==> src/rtl/dbg_irq_pkg.sv <==
package dbg_irq_pkg;

  // Idle level of the active-low breakpoint pin.
  localparam logic PIN_IDLE = 1'b1;

  typedef struct packed {
    logic pend;
    logic busy;
  } dbg_req_state_t;

  // High-to-low transition between the previous and current synced level.
  function automatic logic f_fall(input logic prev_lvl, input logic cur_lvl);
    return prev_lvl & ~cur_lvl;
  endfunction

  // A request is raised only in interrupt mode.
  function automatic logic f_raise(input logic mode, input logic fall, input logic cmd);
    return mode & (fall | cmd);
  endfunction

  // Next pending/in-service state.
  function automatic dbg_req_state_t f_req_next(input dbg_req_state_t cur,
                                                input logic raise,
                                                input logic sample,
                                                input logic done);
    dbg_req_state_t nxt;
    logic take;
    take     = sample & cur.pend;
    nxt.pend = (cur.pend & ~take) | (raise & ~cur.busy & ~take);
    nxt.busy = take | (cur.busy & ~done);
    return nxt;
  endfunction

  // Halt mode: level of pin or command strobe.
  function automatic logic f_halt_next(input logic mode, input logic pin_lvl, input logic cmd);
    return ~mode & (~pin_lvl | cmd);
  endfunction

endpackage

==> src/rtl/dbg_pin_sync.sv <==
module dbg_pin_sync #(
  parameter int STAGES = 2
) (
  input  logic clk,
  input  logic rst,
  input  logic pin_async,
  output logic pin_sync
);
  import dbg_irq_pkg::*;

  localparam int LAST = STAGES - 1;

  logic [LAST:0] chain;

  generate
    for (genvar g = 0; g < STAGES; g++) begin : g_stage
      if (g == 0) begin : g_first
        always_ff @(posedge clk) begin
          if (rst) chain[0] <= PIN_IDLE;
          else     chain[0] <= pin_async;
        end
      end else begin : g_next
        always_ff @(posedge clk) begin
          if (rst) chain[g] <= PIN_IDLE;
          else     chain[g] <= chain[g-1];
        end
      end
    end
  endgenerate

  assign pin_sync = chain[LAST];

  // the synchronised level comes out of reset at idle-high
  a_r1_sync_idle: assert property (@(posedge clk) $past(rst) |-> pin_sync == PIN_IDLE);

endmodule

==> src/rtl/dbg_edge_det.sv <==
module dbg_edge_det (
  input  logic clk,
  input  logic rst,
  input  logic lvl,
  output logic fall
);
  import dbg_irq_pkg::*;

  logic prev_lvl;

  always_ff @(posedge clk) begin
    if (rst) prev_lvl <= PIN_IDLE;
    else     prev_lvl <= lvl;
  end

  assign fall = f_fall(prev_lvl, lvl);

  // a low level held on the pin yields a single event
  a_r3_single_fall: assert property (@(posedge clk) disable iff (rst) fall |=> !fall);

endmodule

==> src/rtl/dbg_req_hold.sv <==
module dbg_req_hold (
  input  logic clk,
  input  logic rst,
  input  logic raise,
  input  logic sample,
  input  logic done,
  output logic taken,
  output logic pending,
  output logic in_svc
);
  import dbg_irq_pkg::*;

  dbg_req_state_t st_q;
  dbg_req_state_t st_d;

  assign st_d = f_req_next(st_q, raise, sample, done);

  always_ff @(posedge clk) begin
    if (rst) st_q <= '0;
    else     st_q <= st_d;
  end

  assign taken   = sample & st_q.pend;
  assign pending = st_q.pend;
  assign in_svc  = st_q.busy;

  // pending survives cycles with no sample point
  a_r5_pend_hold: assert property (@(posedge clk) disable iff (rst)
    pending && !sample |=> pending);
  // taking the request clears pending and enters service
  a_r6_take_enters_svc: assert property (@(posedge clk) disable iff (rst)
    taken |=> !pending && in_svc);
  // a request raised in service is discarded
  a_r7_drop_in_svc: assert property (@(posedge clk) disable iff (rst)
    in_svc && raise |=> !pending);
  // completion leaves the service state
  a_r8_done_clears: assert property (@(posedge clk) disable iff (rst)
    in_svc && done |=> !in_svc);
  // a request coinciding with a take is discarded
  a_r9_drop_on_take: assert property (@(posedge clk) disable iff (rst)
    taken && raise |=> !pending);

endmodule

==> src/rtl/dbg_halt_gen.sv <==
module dbg_halt_gen (
  input  logic clk,
  input  logic rst,
  input  logic mode,
  input  logic pin_lvl,
  input  logic cmd,
  output logic halt
);
  import dbg_irq_pkg::*;

  always_ff @(posedge clk) begin
    if (rst) halt <= 1'b0;
    else     halt <= f_halt_next(mode, pin_lvl, cmd);
  end

  // a halt request only follows a cycle in halt mode
  a_r2_halt_mode_only: assert property (@(posedge clk) disable iff (rst)
    halt |-> $past(!mode));

endmodule

==> src/rtl/dbg_irq_ctl.sv <==
module dbg_irq_ctl #(
  parameter int SYNC_STAGES = 2
) (
  input  logic clk,
  input  logic rst,
  input  logic brk_pin_n,
  input  logic bg_cmd,
  input  logic irq_mode,
  input  logic insn_sample,
  input  logic svc_done,
  output logic irq_taken,
  output logic halt_req
);
  import dbg_irq_pkg::*;

  // Named internal events
  logic pin_lvl;
  logic pin_fall;
  logic req_raise;
  logic req_pending;
  logic req_in_svc;

  dbg_pin_sync #(.STAGES(SYNC_STAGES)) u_sync (
    .clk       (clk),
    .rst       (rst),
    .pin_async (brk_pin_n),
    .pin_sync  (pin_lvl)
  );

  dbg_edge_det u_edge (
    .clk  (clk),
    .rst  (rst),
    .lvl  (pin_lvl),
    .fall (pin_fall)
  );

  assign req_raise = f_raise(irq_mode, pin_fall, bg_cmd);

  dbg_req_hold u_hold (
    .clk     (clk),
    .rst     (rst),
    .raise   (req_raise),
    .sample  (insn_sample),
    .done    (svc_done),
    .taken   (irq_taken),
    .pending (req_pending),
    .in_svc  (req_in_svc)
  );

  dbg_halt_gen u_halt (
    .clk     (clk),
    .rst     (rst),
    .mode    (irq_mode),
    .pin_lvl (pin_lvl),
    .cmd     (bg_cmd),
    .halt    (halt_req)
  );

  // no nesting at the port
  a_r7_no_nest: assert property (@(posedge clk) disable iff (rst)
    req_in_svc |-> !irq_taken);
  // the taken pulse lasts one cycle
  a_r6_one_cycle: assert property (@(posedge clk) disable iff (rst)
    irq_taken |=> !irq_taken);
  // pending and service are never both set
  a_r6_exclusive: assert property (@(posedge clk) disable iff (rst)
    !(req_pending && req_in_svc));

endmodule

==> config.mk <==
export PLATFORM = sky130hd
export DESIGN_NAME = dbg_irq_ctl
export DESIGN_NICKNAME = d
export VERILOG_FILES = /design/src/rtl/dbg_irq_pkg.sv /design/src/rtl/dbg_pin_sync.sv /design/src/rtl/dbg_edge_det.sv /design/src/rtl/dbg_req_hold.sv /design/src/rtl/dbg_halt_gen.sv /design/src/rtl/dbg_irq_ctl.sv
export SDC_FILE = /design/constraint.sdc
export NUM_CORES = 1
export LEC_CHECK = 0
export ABC_CLOCK_PERIOD_IN_PS = 1100
export BUFFER_PORTS_ARGS = -buffer_cell sky130_fd_sc_hd__buf_2
export CAP_MARGIN = 20
export CORE_AREA = 2 2 39 41
export CTS_CLUSTER_DIAMETER = 60
export DETAILED_ROUTE_END_ITERATION = 12
export DIE_AREA = 0 0 41 43
export PLACE_DENSITY_LB_ADDON = 0.15
export SLEW_MARGIN = 20
export SYNTH_ARGS = -nofsm -noshare
export SYNTH_HDL_FRONTEND = slang
export SYNTH_HIERARCHICAL = 1
export SYNTH_SLANG_ARGS = --single-unit
==> constraint.sdc <==
create_clock -name clk -period 1.1 [get_ports clk]
set_input_delay 0 -clock clk [delete_from_list [all_inputs] [get_ports clk]]
set_output_delay 0 -clock clk [all_outputs]
set_load 0.02 [all_outputs]
==> flow_summary.ini, run 1 <==
[yosys]
syn_area_um2 = 215
ys_seq_elements = 6
seq_area_frac_synth = 0.558
yosysWarnings = 6
syn_nets = 27
ys_types = 12
postSynthAreaPerCell_um2 = 10.8
synthCells = 20

[critical_path]
critPathMaxStageDelay_ns = 0.36
critical_path_arrival_ns = 1.30
start_kind = register
required_ns = 1.28
cp_top_family = simple AND/OR/NAND/NOR gates
r2r_setup_slack_ns = -0.02
crit_path_max_fanout = 2
timing.critical_path.slowest_stage_cell = or3b_1
critPathKind = register to register
cp-end-kind = register
path_buf_inv = 0
worstPathCellList = and2b_2 -> o21a_1 -> or3b_1 -> a21oi_2

[clock_tree]
cts_buffers = 3
post_cts_buffers = 0
clk_latency_ns = 0.25
cts_resized = 0
clkTransAtPathRegs_ns = 0.05
ctsLongestPathBuffers = 2
cts_tree = yes
root_buffer = clkbuf_4
htreeDepth = 1
clock-sinks = 6

[grt]
grt_pass1_vias = 168
grt_most_used_layer = met1
grt_max_degree = 6
grt_util_met2 = 0.0688
use_met3 = 0.0628
grt_overflow_total = 0
grt_antenna_before_repair = 0
track_usage = 0.0715
grt_use_met1 = 0.0812
grt_pass1_wl_um = 731

[cells_and_area]
final_core_util = 0.250
synthToLayoutAreaGrowth_pct = 60.5
n_fill_cell = 157
fin_cells = 52
drive_gt1_frac = 0.417
final_cell_mix = 8 x buf_2, 6 x dfxtp_1, 4 x dlygate4sd3_1
diodes = 0
register_area_um2 = 120
final_nets = 45
multi_input_area_um2 = 87.6
mostFrequentLayoutCell = buf_2

[placed_design]
place.gp.congestion = 0.629
post-place-cells = 45
place_ws_ns = -0.0241
port-buffer-count = 8

[die]
initial_core_util = 0.156
dieWidth_um = 41
core_area_um2 = 1380
die-area_um2 = 1760
die_y_um = 43
pin_count = 9
placementRows = 14

[drt]
dr.pass1.iters = 2
wl_per_cell_um = 8.25
vias = 187
detail-route-antenna-nets = 0
drt_iter0_drc = 1
wl_um = 429
drc = 0
vias_per_cell = 3.60

[flow_run]
maxCapViolations = 0

[timing]
slew_headroom = 0.912
period_needed_ns = 1.12
tightest_slew_ns = 0.132
finalCritPeriodShare = 1.01
drv_slew = 0
clock.fmax_ghz = 0.896
hold_viol = 0
setup_viol = 1
fin_skew_ns = 0.00767
rsz0062_at_grt = true
tns_ns = -0.0163
timing.final.ws_setup_ns = -0.0163

[run_status]
violations = negative setup slack
status = complete, but fails checks

[power]
ir_worst_vdd_uv = 584
leakage_nw = 0.157
p_per_area_nw_per_um2 = 1420

[min_path]
min-delay-path-class = input port to register
power by group:
part | leakage, nW | switching [mW] | internal [mW] | total (mW)
combinational | 0.0938 | 0.0212 | 0.0322 | 0.0534
sequential | 0.0494 | 0.00341 | 0.228 | 0.231
clock | 0.0138 | 0.0815 | 0.124 | 0.205
registers in the layout, indices dropped and copies added (netlist names):
| name | count |
|---|---|
| u_edge/prev_lvl | 1 |
| u_halt/halt | 1 |
| u_hold/in_svc | 1 |
| u_hold/pending | 1 |
| u_sync/chain | 1 |
| u_sync/pin_sync | 1 |
Yosys cell counts:
master    n  area share
nand2_1   1       0.017
a211oi_2  1       0.058
or3b_1    1       0.041
or2b_1    1       0.035
and2b_2   1       0.041
nand2b_1  1       0.029
inv_1     2       0.035
a21oi_2   1       0.041
or2_1     3       0.087
dfxtp_1   6        0.56
o21a_1    1       0.035
a21oi_1   1       0.023
worst reg2reg max path, delay by kind of cell, from the launching register on:
family	cells	cell delay (ns)
and+or+nand+nor	2	0.55
DFF	1	0.30
AOI/OAI and AO/OA	2	0.22
kinds of logic (layout without fill, tap and decap cells):
kind of cell,count (synthesis),after routing,synth area share
flip-flops,6,6,0.558
buffers and inverters,2,18,0.0349
AO/OA/AOI/OAI,4,4,0.157
AND/OR/NAND/NOR,8,8,0.250
metrics by stage:
stage,power [mW],instance area [µm²],hold slack [ns]
floorplan,0.256,215,0.0624
global placement,0.277,283,0.181
detailed placement,0.279,283,0.183
CTS,0.505,345,0.000123
global route,0.532,345,0.00128
finish,0.490,345,0.00629
layer usage:
layer | wire length [µm] | part of all wire | up-vias
met5 | 0 | 0 | -
li1 | - | - | 99
met2 | 185 | 0.43 | 9
met4 | 0 | 0 | 0
met3 | 42 | 0.098 | 0
met1 | 201 | 0.47 | 79
area by class of cell:
class / count / share of cell area
tap: 16 / 0.0580
timing repair buffer: 13 / 0.254
multi-input combinational: 12 / 0.254
sequential: 6 / 0.348
clock buffer: 3 / 0.0652
inverter: 2 / 0.0217
what timing repair did:
item	CTS	global route
hold buffers	4	0
setup endpoints to repair	1	1
hold endpoints to repair	3	0
final timing paths:
| path | from | endpoint | cells past startpoint |
|---|---|---|---|
| hold / removal | rst | u_edge/prev_lvl | 2 |
| hold reg to reg | u_sync/chain[0] | u_sync/pin_sync | 1 |
| setup / recovery | u_sync/pin_sync | u_hold/pending | 4 |
| setup reg to reg | u_sync/pin_sync | u_hold/pending | 4 |
Power figures use the tool's default switching activity.
==> inputs of run 2 (changes only) <==
CELL_PAD_IN_SITES_DETAIL_PLACEMENT = 0   (was default)
CELL_PAD_IN_SITES_GLOBAL_PLACEMENT = 1   (was default)
REMOVE_ABC_BUFFERS = 1   (was default)
==> run 2 against run 1 <==
  * The run still ends with negative setup slack left
  * Utilization is 1.4 points lower
  * Via count is 2.1% lower
  * Clock skew is 0.0044 ns lower
  * Clock-buffer cell count stayed put
  * Wire length is 11% lower
  * Cell area is 5.8% lower
  * Die area stayed put
  * Power is 3.8% lower
  * Flip-flop and latch count stayed put
  * Sequential power hardly changed
==> flow_summary.ini, run 2 (synthesis results as in run 1) <==
[cells_and_area]
diodes = 0
stdcell_area_um2 = 325
synthToLayoutAreaGrowth_pct = 51.2
final_nets = 43
drive_gt1_frac = 0.441
final_cell_mix = 8 x buf_2, 6 x dfxtp_1, 3 x clkbuf_4, 3 x or2_1
final_core_util = 0.235
n_fill_cell = 156
mostFrequentLayoutCell = buf_2

[flow_run]
maxCapViolations = 0

[grt]
grt_pass1_vias = 165
grt_max_degree = 7
grt_use_met1 = 0.0550
grt_most_used_layer = met3
grt_util_met2 = 0.0813
grt_overflow_total = 0
grt_antenna_before_repair = 0
track_usage = 0.0624
use_met3 = 0.0838
grt_pass1_wl_um = 627

[timing]
hold_ws_ns = 0.00177
finalCritPeriodShare = 1.03
timing.final.ws_setup_ns = -0.0368
clock.fmax_ghz = 0.880
hold_viol = 0
setup_viol = 1
tightest_slew_ns = 0.140
rsz0062_at_grt = true
tns_ns = -0.0368
slew_headroom = 0.907
fin_skew_ns = 0.00328
period_needed_ns = 1.14
drv_slew = 0

[die]
die-area_um2 = 1760
die_y_um = 43
placementRows = 14
pin_count = 9
core_area_um2 = 1380
dieWidth_um = 41
initial_core_util = 0.156

[power]
leakage_nw = 0.149
ir_worst_vdd_uv = 506
p_per_area_nw_per_um2 = 1450

[placed_design]
placedInstanceArea_um2 = 283
place.gp.congestion = 0.657
port-buffer-count = 8

[critical_path]
required_ns = 1.27
critical_path_arrival_ns = 1.31
cp-end-kind = register
critPathKind = register to register
crit_path_max_fanout = 2
start_kind = register

[drt]
wl_per_cell_um = 7.64
detail-route-antenna-nets = 0
drt_iter0_drc = 0
vias_per_cell = 3.66
vias = 183
wl_um = 382
dr.pass1.iters = 1
drc = 0

[clock_tree]
cts_resized = 0
clock-sinks = 6
htreeDepth = 1
cts_tree = yes
clk_latency_ns = 0.24
ctsLongestPathBuffers = 2
post_cts_buffers = 0
clkTransAtPathRegs_ns = 0.04
cts_buffers = 3
root_buffer = clkbuf_4

[run_status]
violations = negative setup slack
status = complete, but fails checks

[min_path]
min-delay-path-class = input port to register
[run 2: repair_timing]
item / CTS / global route
hold buffers: 2 / 0
pin swaps: 1 / 0
endpoints found under the setup margin: 1 / 1
hold endpoints to repair: 2 / 0
[run 2: per-stage QoR]
stage               instances  power (mW)  setup WS [ns]
floorplan                  20       0.256        -0.0147
global placement           45       0.277        -0.0253
detailed placement         45       0.279        -0.0607
CTS                        50       0.489        -0.0533
global route               50       0.516        -0.0835
finish                     50       0.471        -0.0368
[run 2: cell type report]
| cell class | instances | area (µm²) | area share |
|---|---|---|---|
| clock buffer | 3 | 22.5 | 0.0692 |
| inverter | 2 | 7.51 | 0.0231 |
| tap | 16 | 20.0 | 0.0615 |
| sequential | 6 | 120 | 0.369 |
| multi-input combinational | 12 | 87.6 | 0.269 |
| timing repair buffer | 11 | 67.6 | 0.208 |
[run 2: path summary, 6_finish.rpt]
kind                                       from         endpoint  slack, ns  depth (start not counted)
worst max-delay path            u_sync/pin_sync   u_hold/pending      -0.04                          4
worst min-delay path                        rst   u_hold/pending      0.002                          2
worst max register to register  u_sync/pin_sync   u_hold/pending      -0.04                          4
worst min register to register  u_sync/chain[0]  u_sync/pin_sync       0.40                          1
[run 2: report_power, final]
part	internal, mW	switching (mW)	total, mW
logic	0.0275	0.0202	0.0477
registers	0.228	0.00311	0.231
clock network	0.123	0.0695	0.192
[run 2: worst max-delay path: stages (launching register included)]
cell	delay [ns]
dfxtp_1	0.30
and2b_2	0.20
o21a_1	0.11
or3b_1	0.35
a21oi_2	0.12
[run 2: routing by layer]
| metal | wire [µm] | vias up |
|---|---|---|
| met2 | 184 | 7 |
| met4 | 0 | 0 |
| met3 | 46 | 0 |
| met1 | 151 | 81 |
| li1 | - | 95 |
| met5 | 0 | - |
==> inputs of run 3 (changes only) <==
BUFFER_PORTS_ARGS = -buffer_cell sky130_fd_sc_hd__buf_4   (was -buffer_cell sky130_fd_sc_hd__buf_2)
==> run 3 against run 2 <==
  * Hold slack improved by 0.018 ns
  * The flow still finishes with violations (negative setup slack)
  * Largest cell class unchanged
  * Critical endpoint unchanged
  * Wire length rose by 2.6%
  * Utilization up 2.3 points
==> flow_summary.ini, run 3 (synthesis results as in run 1) <==
[run_status]
status = complete, but fails checks
violations = negative setup slack

[critical_path]
worstPathCellList = and2b_2 -> o21a_1 -> or3b_1 -> a21oi_2
start_kind = register
cp_top_family = simple AND/OR/NAND/NOR gates
path_buf_inv = 0
timing.critical_path.slowest_stage_cell = or3b_1
critical_path_arrival_ns = 1.32
critPathKind = register to register
required_ns = 1.28
cp-end-kind = register
crit_path_max_fanout = 2
rr_worst_depth = 4
critPathMaxStageDelay_ns = 0.36
cp_num_cells = 4

[clock_tree]
cts_buffers = 3
htreeDepth = 1
cts_tree = yes
root_buffer = clkbuf_4
clk_latency_ns = 0.24
clock-sinks = 6
ctsLongestPathBuffers = 2
clkTransAtPathRegs_ns = 0.04

[cells_and_area]
fin_cells = 51
synthToLayoutAreaGrowth_pct = 65.7
multi_input_area_um2 = 87.6
final_core_util = 0.258
register_area_um2 = 121
final_cell_mix = 9 x buf_4, 5 x dfxtp_1, 3 x clkbuf_4, 3 x dlygate4sd3_1, 3 x or2_1
diodes = 0
mostFrequentLayoutCell = buf_4
drive_gt1_frac = 0.457
n_fill_cell = 158
final_nets = 44

[grt]
grt_pass1_vias = 162
grt_overflow_total = 0
grt_pass1_wl_um = 627
grt_antenna_before_repair = 0
grt_max_degree = 7
track_usage = 0.0624

[placed_design]
hpwlAfterDp_um = 299
place.gp.congestion = 0.636
post-place-cells = 45
port-buffer-count = 8

[timing]
fin_skew_ns = 0.000870
clock.fmax_ghz = 0.875
tns_ns = -0.0431
period_needed_ns = 1.14
drv_slew = 0
rsz0062_at_grt = true
timing.final.ws_setup_ns = -0.0431
tightest_slew_ns = 0.143
slew_headroom = 0.905
setup_viol = 1
finalCritPeriodShare = 1.04
hold_viol = 0

[die]
die_y_um = 43
placementRows = 14
die-area_um2 = 1760
initial_core_util = 0.156
pin_count = 9
dieWidth_um = 41
core_area_um2 = 1380

[power]
leakage_nw = 0.158
ir_worst_vdd_uv = 588
p_per_area_nw_per_um2 = 1370
p_total_mw = 0.489

[flow_run]
maxCapViolations = 0

[drt]
detail-route-antenna-nets = 0
drt_iter0_drc = 0
drc = 0
wl_per_cell_um = 7.69
wl_um = 392
vias = 184
dr.pass1.iters = 1
vias_per_cell = 3.61

[min_path]
hold_path_depth = 3
min-delay-path-class = input port to register
run 3: cell types whose count changed in the layout (fill, tap and decap cells not counted):
cell,before,now
buf_2,8,0
buf_4,1,9
dfxtp_1,6,5
dfxtp_2,0,1
dlygate4sd3_1,2,3
run 3: final cells by class:
type / instances / area share
sequential: 6 / 0.340
timing repair buffer: 12 / 0.274
multi-input combinational: 12 / 0.246
clock buffer: 3 / 0.0632
tap: 16 / 0.0561
inverter: 2 / 0.0211
run 3: final timing paths:
check / from / end / slack, ns
min reg2reg: u_sync/chain[0] / u_sync/pin_sync / 0.40
min: svc_done / u_hold/in_svc / 0.02
max reg2reg: u_sync/pin_sync / u_hold/pending / -0.04
max: u_sync/pin_sync / u_hold/pending / -0.04
run 3: report_power, final:
part / internal [mW] / total (mW) / leakage, nW / switching (mW)
clock: 0.123 / 0.199 / 0.0138 / 0.0756
combinational: 0.0375 / 0.0585 / 0.0950 / 0.0210
sequential: 0.228 / 0.232 / 0.0490 / 0.00325
run 3: repair_timing:
| item | in CTS | in global routing |
|---|---|---|
| hold buffers | 3 | 0 |
| endpoints found under the hold margin | 4 | 0 |
| endpoints found under the setup margin | 1 | 1 |
| resized for setup | 0 | 1 |
| pin swaps | 1 | 0 |
| setup buffers | 0 | 0 |
run 3: routing by layer:
| layer | global-route usage | vias to the layer above | wire, µm |
|---|---|---|---|
| met4 | 0.0400 | 0 | 0 |
| met2 | 0.0750 | 7 | 188 |
| met1 | 0.0550 | 82 | 153 |
| met5 | 0 | - | 0 |
| li1 | - | 95 | - |
| met3 | 0.0785 | 0 | 51 |
run 3: worst reg2reg max path: cells and delay by family, from the launching register on:
kind	cells	cell delay [ns]
flops	1	0.31
compound gates	2	0.23
simple gates	2	0.55
run 3: stage by stage:
step           instance area [µm²]  hold slack, ns  worst slack [ns]
6_report                       357          0.0196           -0.0431
5_1_grt                        357         0.00896           -0.0873
4_1_cts                        355         0.00803           -0.0548
3_5_place_dp                   303           0.172           -0.0587
3_3_place_gp                   303           0.168           -0.0319
2_1_floorplan                  215          0.0624           -0.0147
